**src/rtl/audio_dac_pkg.sv**
```systemverilog
package audio_dac_pkg;
  typedef enum logic [1:0] {
    SEL_LOOP_A = 2'b00,
    SEL_V      = 2'b01,
    SEL_U      = 2'b10,
    SEL_LOOP_B = 2'b11
  } src_sel_e;
endpackage

```
**src/rtl/startup_delay.sv**
```systemverilog
module startup_delay #(
  parameter int unsigned DELAY_CYC = 2000000
) (
  input  logic clk_i,
  input  logic rst_ni,
  output logic en_o
);
  localparam int unsigned CW = (DELAY_CYC > 1) ? $clog2(DELAY_CYC) : 1;
  localparam logic [CW-1:0] LAST = CW'(DELAY_CYC - 1);

  logic [CW-1:0] cnt_q;
  logic          en_q;

  always_ff @(posedge clk_i or negedge rst_ni) begin
    if (!rst_ni) begin
      cnt_q <= '0;
      en_q  <= 1'b0;
    end else if (!en_q) begin
      if (cnt_q == LAST) en_q <= 1'b1;
      else               cnt_q <= cnt_q + 1'b1;
    end
  end

  assign en_o = en_q;

  a_r2_en_sticky: assert property (@(posedge clk_i) disable iff (!rst_ni)
    en_q |=> en_q);
  a_r2_cnt_frozen: assert property (@(posedge clk_i) disable iff (!rst_ni)
    en_q |=> $stable(cnt_q));
endmodule

```
**src/rtl/sclk_gen.sv**
```systemverilog
module sclk_gen #(
  parameter int unsigned HALF_DIV  = 6,
  parameter int unsigned SLOT_BITS = 16
) (
  input  logic clk_i,
  input  logic rst_ni,
  input  logic run_i,
  output logic bclk_o,
  output logic lr_o,
  output logic rise_o,
  output logic fall_o
);
  localparam int unsigned DW = (HALF_DIV > 1) ? $clog2(HALF_DIV) : 1;
  localparam int unsigned SW = (SLOT_BITS > 1) ? $clog2(SLOT_BITS) : 1;
  localparam logic [DW-1:0] DIV_LAST  = DW'(HALF_DIV - 1);
  localparam logic [SW-1:0] SLOT_LAST = SW'(SLOT_BITS - 1);

  logic [DW-1:0] div_q;
  logic [SW-1:0] slot_q;
  logic          bclk_q, lr_q, half_end;

  assign half_end = run_i && (div_q == DIV_LAST);
  assign rise_o   = half_end && !bclk_q;
  assign fall_o   = half_end &&  bclk_q;

  always_ff @(posedge clk_i or negedge rst_ni) begin
    if (!rst_ni) begin
      div_q  <= '0;
      bclk_q <= 1'b0;
    end else if (!run_i) begin
      div_q  <= '0;
      bclk_q <= 1'b0;
    end else if (half_end) begin
      div_q  <= '0;
      bclk_q <= !bclk_q;
    end else begin
      div_q  <= div_q + 1'b1;
    end
  end

  // channel select advances on falling bit-clock edges
  always_ff @(posedge clk_i or negedge rst_ni) begin
    if (!rst_ni) begin
      slot_q <= '0;
      lr_q   <= 1'b1;
    end else if (!run_i) begin
      slot_q <= '0;
      lr_q   <= 1'b1;
    end else if (fall_o) begin
      if (slot_q == SLOT_LAST) begin
        slot_q <= '0;
        lr_q   <= !lr_q;
      end else begin
        slot_q <= slot_q + 1'b1;
      end
    end
  end

  assign bclk_o = bclk_q;
  assign lr_o   = lr_q;

  a_r3_idle_low: assert property (@(posedge clk_i) disable iff (!rst_ni)
    !run_i |=> !bclk_q);
  a_r3_toggle_on_edge: assert property (@(posedge clk_i) disable iff (!rst_ni)
    (run_i && !half_end) |=> $stable(bclk_q));
  a_r4_lr_on_fall: assert property (@(posedge clk_i) disable iff (!rst_ni)
    (run_i && !fall_o) |=> $stable(lr_q));
  a_r4_idle_left: assert property (@(posedge clk_i) disable iff (!rst_ni)
    !run_i |=> lr_q);
endmodule

```
**src/rtl/dac_serializer.sv**
```systemverilog
module dac_serializer
  import audio_dac_pkg::*;
#(
  parameter int unsigned SRC_W = 18,
  parameter int unsigned SMP_W = 16
) (
  input  logic             clk_i,
  input  logic             rst_ni,
  input  logic             run_i,
  input  logic             rise_i,
  input  logic [1:0]       sel_i,
  input  logic [SRC_W-1:0] v_src_i,
  input  logic [SRC_W-1:0] u_src_i,
  input  logic             adc_dat_i,
  output logic             dac_dat_o
);
  localparam int unsigned IW = $clog2(SMP_W);
  localparam logic [IW-1:0] IDX_TOP = IW'(SMP_W - 1);
  localparam int unsigned DROP = SRC_W - SMP_W;

  logic [IW-1:0]    idx_q;
  logic [SMP_W-1:0] v_lat_q, u_lat_q;
  logic             word_end, load;

  assign word_end = rise_i && (idx_q == '0);
  assign load     = !run_i || word_end;

  always_ff @(posedge clk_i or negedge rst_ni) begin
    if (!rst_ni)      idx_q <= IDX_TOP;
    else if (!run_i)  idx_q <= IDX_TOP;
    else if (rise_i)  idx_q <= (idx_q == '0) ? IDX_TOP : idx_q - 1'b1;
  end

  always_ff @(posedge clk_i or negedge rst_ni) begin
    if (!rst_ni) begin
      v_lat_q <= '0;
      u_lat_q <= '0;
    end else if (load) begin
      v_lat_q <= v_src_i[SRC_W-1 -: SMP_W];
      u_lat_q <= u_src_i[SRC_W-1 -: SMP_W];
    end
  end

  always_comb begin
    unique case (src_sel_e'(sel_i))
      SEL_V:   dac_dat_o = v_lat_q[idx_q];
      SEL_U:   dac_dat_o = u_lat_q[idx_q];
      default: dac_dat_o = adc_dat_i;
    endcase
  end

  if (DROP > 0) begin : g_drop_note
    // low source bits are discarded by the slice above
  end

  a_r6_idx_hold: assert property (@(posedge clk_i) disable iff (!rst_ni)
    (run_i && !rise_i) |=> $stable(idx_q));
  a_r6_wrap: assert property (@(posedge clk_i) disable iff (!rst_ni)
    (run_i && rise_i && idx_q == '0) |=> idx_q == IDX_TOP);
  a_r9_mid_word_hold: assert property (@(posedge clk_i) disable iff (!rst_ni)
    (run_i && !word_end) |=> ($stable(v_lat_q) && $stable(u_lat_q)));
endmodule

```
**src/rtl/audio_dac_stream.sv**
```systemverilog
module audio_dac_stream #(
  parameter int unsigned DELAY_CYC = 2000000,
  parameter int unsigned HALF_DIV  = 6,
  parameter int unsigned SLOT_BITS = 16,
  parameter int unsigned SRC_W     = 18,
  parameter int unsigned SMP_W     = 16
) (
  input  logic             clk_i,
  input  logic             rst_ni,
  input  logic [1:0]       sel_i,
  input  logic [SRC_W-1:0] v_src_i,
  input  logic [SRC_W-1:0] u_src_i,
  input  logic             adc_dat_i,
  output logic             bclk_o,
  output logic             dac_lr_o,
  output logic             adc_lr_o,
  output logic             dac_dat_o
);
  logic run, rise, fall, lr;

  startup_delay #(.DELAY_CYC(DELAY_CYC)) u_delay (
    .clk_i (clk_i),
    .rst_ni(rst_ni),
    .en_o  (run)
  );

  sclk_gen #(.HALF_DIV(HALF_DIV), .SLOT_BITS(SLOT_BITS)) u_sclk (
    .clk_i (clk_i),
    .rst_ni(rst_ni),
    .run_i (run),
    .bclk_o(bclk_o),
    .lr_o  (lr),
    .rise_o(rise),
    .fall_o(fall)
  );

  dac_serializer #(.SRC_W(SRC_W), .SMP_W(SMP_W)) u_ser (
    .clk_i    (clk_i),
    .rst_ni   (rst_ni),
    .run_i    (run),
    .rise_i   (rise),
    .sel_i    (sel_i),
    .v_src_i  (v_src_i),
    .u_src_i  (u_src_i),
    .adc_dat_i(adc_dat_i),
    .dac_dat_o(dac_dat_o)
  );

  assign dac_lr_o = lr;
  assign adc_lr_o = lr;

  a_r5_lr_pair: assert property (@(posedge clk_i) disable iff (!rst_ni)
    dac_lr_o == adc_lr_o);
  a_r3_edges_exclusive: assert property (@(posedge clk_i) disable iff (!rst_ni)
    !(rise && fall));
endmodule

```
**config.mk**
```make
export PLATFORM = sky130hd
export DESIGN_NAME = audio_dac_stream
export DESIGN_NICKNAME = d
export VERILOG_FILES = /design/src/rtl/audio_dac_pkg.sv /design/src/rtl/startup_delay.sv /design/src/rtl/sclk_gen.sv /design/src/rtl/dac_serializer.sv /design/src/rtl/audio_dac_stream.sv
export SDC_FILE = /design/constraint.sdc
export NUM_CORES = 1
export LEC_CHECK = 0
export ABC_AREA = 1
export BUFFER_PORTS_ARGS = -buffer_cell sky130_fd_sc_hd__buf_4
export CORE_MARGIN = 8
export CORE_UTILIZATION = 35
export CTS_CLUSTER_DIAMETER = 60
export DETAILED_ROUTE_END_ITERATION = 10
export PLACE_DENSITY = 0.61
export SLEW_MARGIN = 40
export SYNTH_ARGS = -nofsm -noshare
export SYNTH_HDL_FRONTEND = slang
export SYNTH_SLANG_ARGS = --single-unit
```
**constraint.sdc**
```tcl
create_clock -name clk_i -period 3 [get_ports clk_i]
set_input_delay 0.15 -clock clk_i [delete_from_list [all_inputs] [get_ports clk_i]]
set_output_delay 0.15 -clock clk_i [all_outputs]
set_load 0.05 [all_outputs]
```
==> impl_metrics.csv <==
group,metric,value,unit
status,status,"complete, no violations",
synth,synth-xor-area-share,4.55,%
synth,syn_area,3660,um^2
sta,setup_viol,0,
synth,muxShareOfSynthArea,1.33,%
sta,max_clock_freq,438,MHz
synth,synthSimpleGateAreaFrac,26.4,%
final_layout,antennaDiodeCount,0,
power,combinationalPowerShare,6.8,%
power,p_leak,2.14,nW
global_routing,grt_overflow,0,
global_routing,antenna_found_initial,0,
synth,synth_seq_cells,67,
routing,routed_wl,7.79,mm
critical_path,cp.arrival,2.55,ns
global_routing,grt_pass1_wl,13.4,mm
power,power.net_switching,0.000401,W
critical_path,critPathLaunchType,"register",
clocking,cts_setup_buffers,0,
critical_path,critPathLaunch,"u_ser.idx_q[1]",
hold_path,hold_class,"in2reg",
clocking,cts_sinks,67,
placement,gp_congestion,0.859,
synth,ys_warn_count,0,
synth,synth_top_family_by_area,"simple AND/OR/NAND/NOR gates",
synth,synthTopCellsByArea,"dfrtp_1 42%, nand2_1 11%, nor2_1 6.4%",
floorplan,die_y,118,um
final_layout,nNetsFinal,543,
synth,synth_area_per_cell,8.07,um^2
critical_path,reg2reg_from,"u_ser.idx_q[1]",
synth,synth_top_area_cell,"dfrtp_1",
global_routing,grt_usage,11.5,%
critical_path,critPathRequiredTime,3.26,ns
clocking,cts_tree,"built",
synth,ys_seq_area_share,46.0,%
synth,yosysUniqueCellTypes,37,
critical_path,crit_type,"reg2reg",
sta,fin_skew,0.00619,ns
placement,place_area,4080,um^2
sta,period_needed,2.28,ns
critical_path,endpoint_kind,"register",
final_layout,final_common_cell,"nand2_1",
routing,drt-pass1-iter-count,5,
routing,dr_total_vias,2925,
sta,slew_headroom,56.8,%
global_routing,grt_pass1_vias,2904,
floorplan,die-area,14000,um^2
power,ir_worst_vdd,0.000248,V
power,p_clk_share,41.9,%
power,p_int,0.00141,W
clocking,cts.htree.levels,3,
final_layout,drive_above_1_share,19.2,%
floorplan,die_x,118,um
clocking,clockBufferDepth,2,
floorplan,pin_count,45,
clocking,clockRootBuffer,"clkbuf_8",
clocking,cts_buffers,9,
clocking,hold_buffers,1,
synth,synth_top_area_share,42.4,%
routing,wl_per_cell,12.3,um
power,powerDensity,423,nW/um^2
global_routing,grt_start_max_net_pins,68,
final_layout,syn_to_final_growth,17.2,%
sta,slew_viol_final,0,
sta,fin_crit_sh,76.0,%
sta,worst_pin_slew,0.648,ns
job,drv_cap,0,
sta,rsz0062_at_grt,"false",
synth,synthCells,453,
critical_path,r2r_setup_slack,0.72,ns
clocking,cts_resized,0,
floorplan,rows,37,
critical_path,cp_max_fo,19,
routing,drt_iter0_drc,187,
synth,synth_compound_area_share,10.4,%
synth,synth_nets,501,
routing,drtAntennaViolNets,0,
power,power_frac_seq,51.4,%
routing,vias_per_cell,4.60,
sta,hold_viol,0,
clocking,insertion_delay,0.33,ns
final_layout,fin_area,4290,um^2
sta,fin_tns_setup,0,ns
floorplan,core_area,10200,um^2
final_layout,final_cell_mix,"109 x nand2_1, 62 x nor2_1, 62 x dfrtp_1",
placement,port_buffers,40,
power,swShare,22.1,%
synth,synthAdderAreaFrac,2.40,%
placement,hpwl,5.47,mm
hold_path,min_from,"u_src_i[10]",
routing,drc,0,
clocking,clk_pin_slew_worst_paths,0.07,ns
floorplan,start_util,35.7,%
==> path summary, 6_finish.rpt <==
kind	to	cells past startpoint
worst max-delay path	u_ser.v_lat_q[10]	6
worst min-delay path	u_ser.u_lat_q[8]	2
worst max register to register	u_ser.v_lat_q[10]	6
worst min register to register	u_sclk.div_q[0]	1
max in group asynchronous	u_delay.cnt_q[3]	2
min in group asynchronous	u_ser.u_lat_q[0]	2
==> Yosys cell counts <==
cell type and n:
nor3_1 10, a22oi_1 1, a21oi_2 19, buf_6 4
buf_2 6, xor2_1 14, clkbuf_2 1, nand4_1 7
dfstp_2 5, o21ai_0 13, clkbuf_1 2, mux2_2 3
dfrtp_1 62, nand2_2 2, nor2_1 62, o22ai_1 1
nor2_4 1, a21boi_0 2, o21bai_1 2, nand3_1 28
nor4_1 1, or2_2 2, a31oi_4 1, nand2_1 109
o21ai_1 2, nor3b_1 1, nor2_8 1, o21a_1 1
inv_1 58, nand3_2 1, mux2_4 1, buf_4 2
xnor2_1 5, a21oi_1 13, ha_1 7, inv_2 2
nand3b_1 1
==> power groups by stage <==
stage / clock network, W / registers (W) / logic (W)
after CTS: 0.000786 / 0.000931 / 0.000125
after floorplan: 0 / 0.000947 / 0.0000563
after global routing: 0.000830 / 0.000932 / 0.000141
after global placement: 0 / 0.000948 / 0.000122
final: 0.000759 / 0.000931 / 0.000123
after detailed placement: 0 / 0.000948 / 0.000124
==> flip-flops by register name, summed over array words and instances (netlist names) <==
name           flops
u_ser.idx_q        4
u_sclk.bclk_o      1
u_sclk.slot_q      4
u_delay.cnt_q     21
u_ser.v_lat_q     16
u_sclk.lr_o        1
u_ser.u_lat_q     16
u_delay.en_o       1
u_sclk.div_q       3
==> worst max-delay path, stage by stage, from the launching register on <==
cell	delay, ns
dfstp_2	0.63
inv_1	0.24
ha_1	0.30
a31oi_4	0.56
buf_4	0.31
nor2_1	0.07
a21oi_2	0.10
==> stage by stage <==
stage	instances	hold slack, ns	setup slack, ns	util [%]	total power (W)
4_1_cts	636	0.0296	0.693	41.9	0.00184
3_5_place_dp	619	0.195	0.706	39.9	0.00107
5_1_grt	636	0.0372	0.580	41.9	0.00190
2_1_floorplan	453	-0.146	1.09	-	0.00100
6_report	636	0.0469	0.719	41.9	0.00181
3_3_place_gp	619	0.320	0.744	39.8	0.00107
==> cell families after synthesis <==
group / Yosys count
muxes: 4
xor gates and xnor gates: 19
buffers and inverters: 75
DFF: 67
adders and majority gates: 7
AOI/OAI and AO/OA: 55
and+or+nand+nor: 226
==> final cells by class <==
cell class / count / area [um^2]
fill: 1022 / 5950
sequential: 67 / 1680
multi-input combinational: 311 / 1650
timing repair buffer: 46 / 364
inverter: 60 / 225
tap: 136 / 170
clock buffer: 14 / 163
clock inverter: 2 / 35.0
==> routing by layer <==
layer,vias up,part of all wire (%),GRT usage [%],wire [um]
met5,-,0,0,0
met4,0,1.6,4.96,121
met3,12,4.6,2.52,362
met2,60,45,18.2,3490
met1,1345,49,14.8,3820
li1,1508,-,-,-
Note: power is estimated with default switching activity, not from simulation.
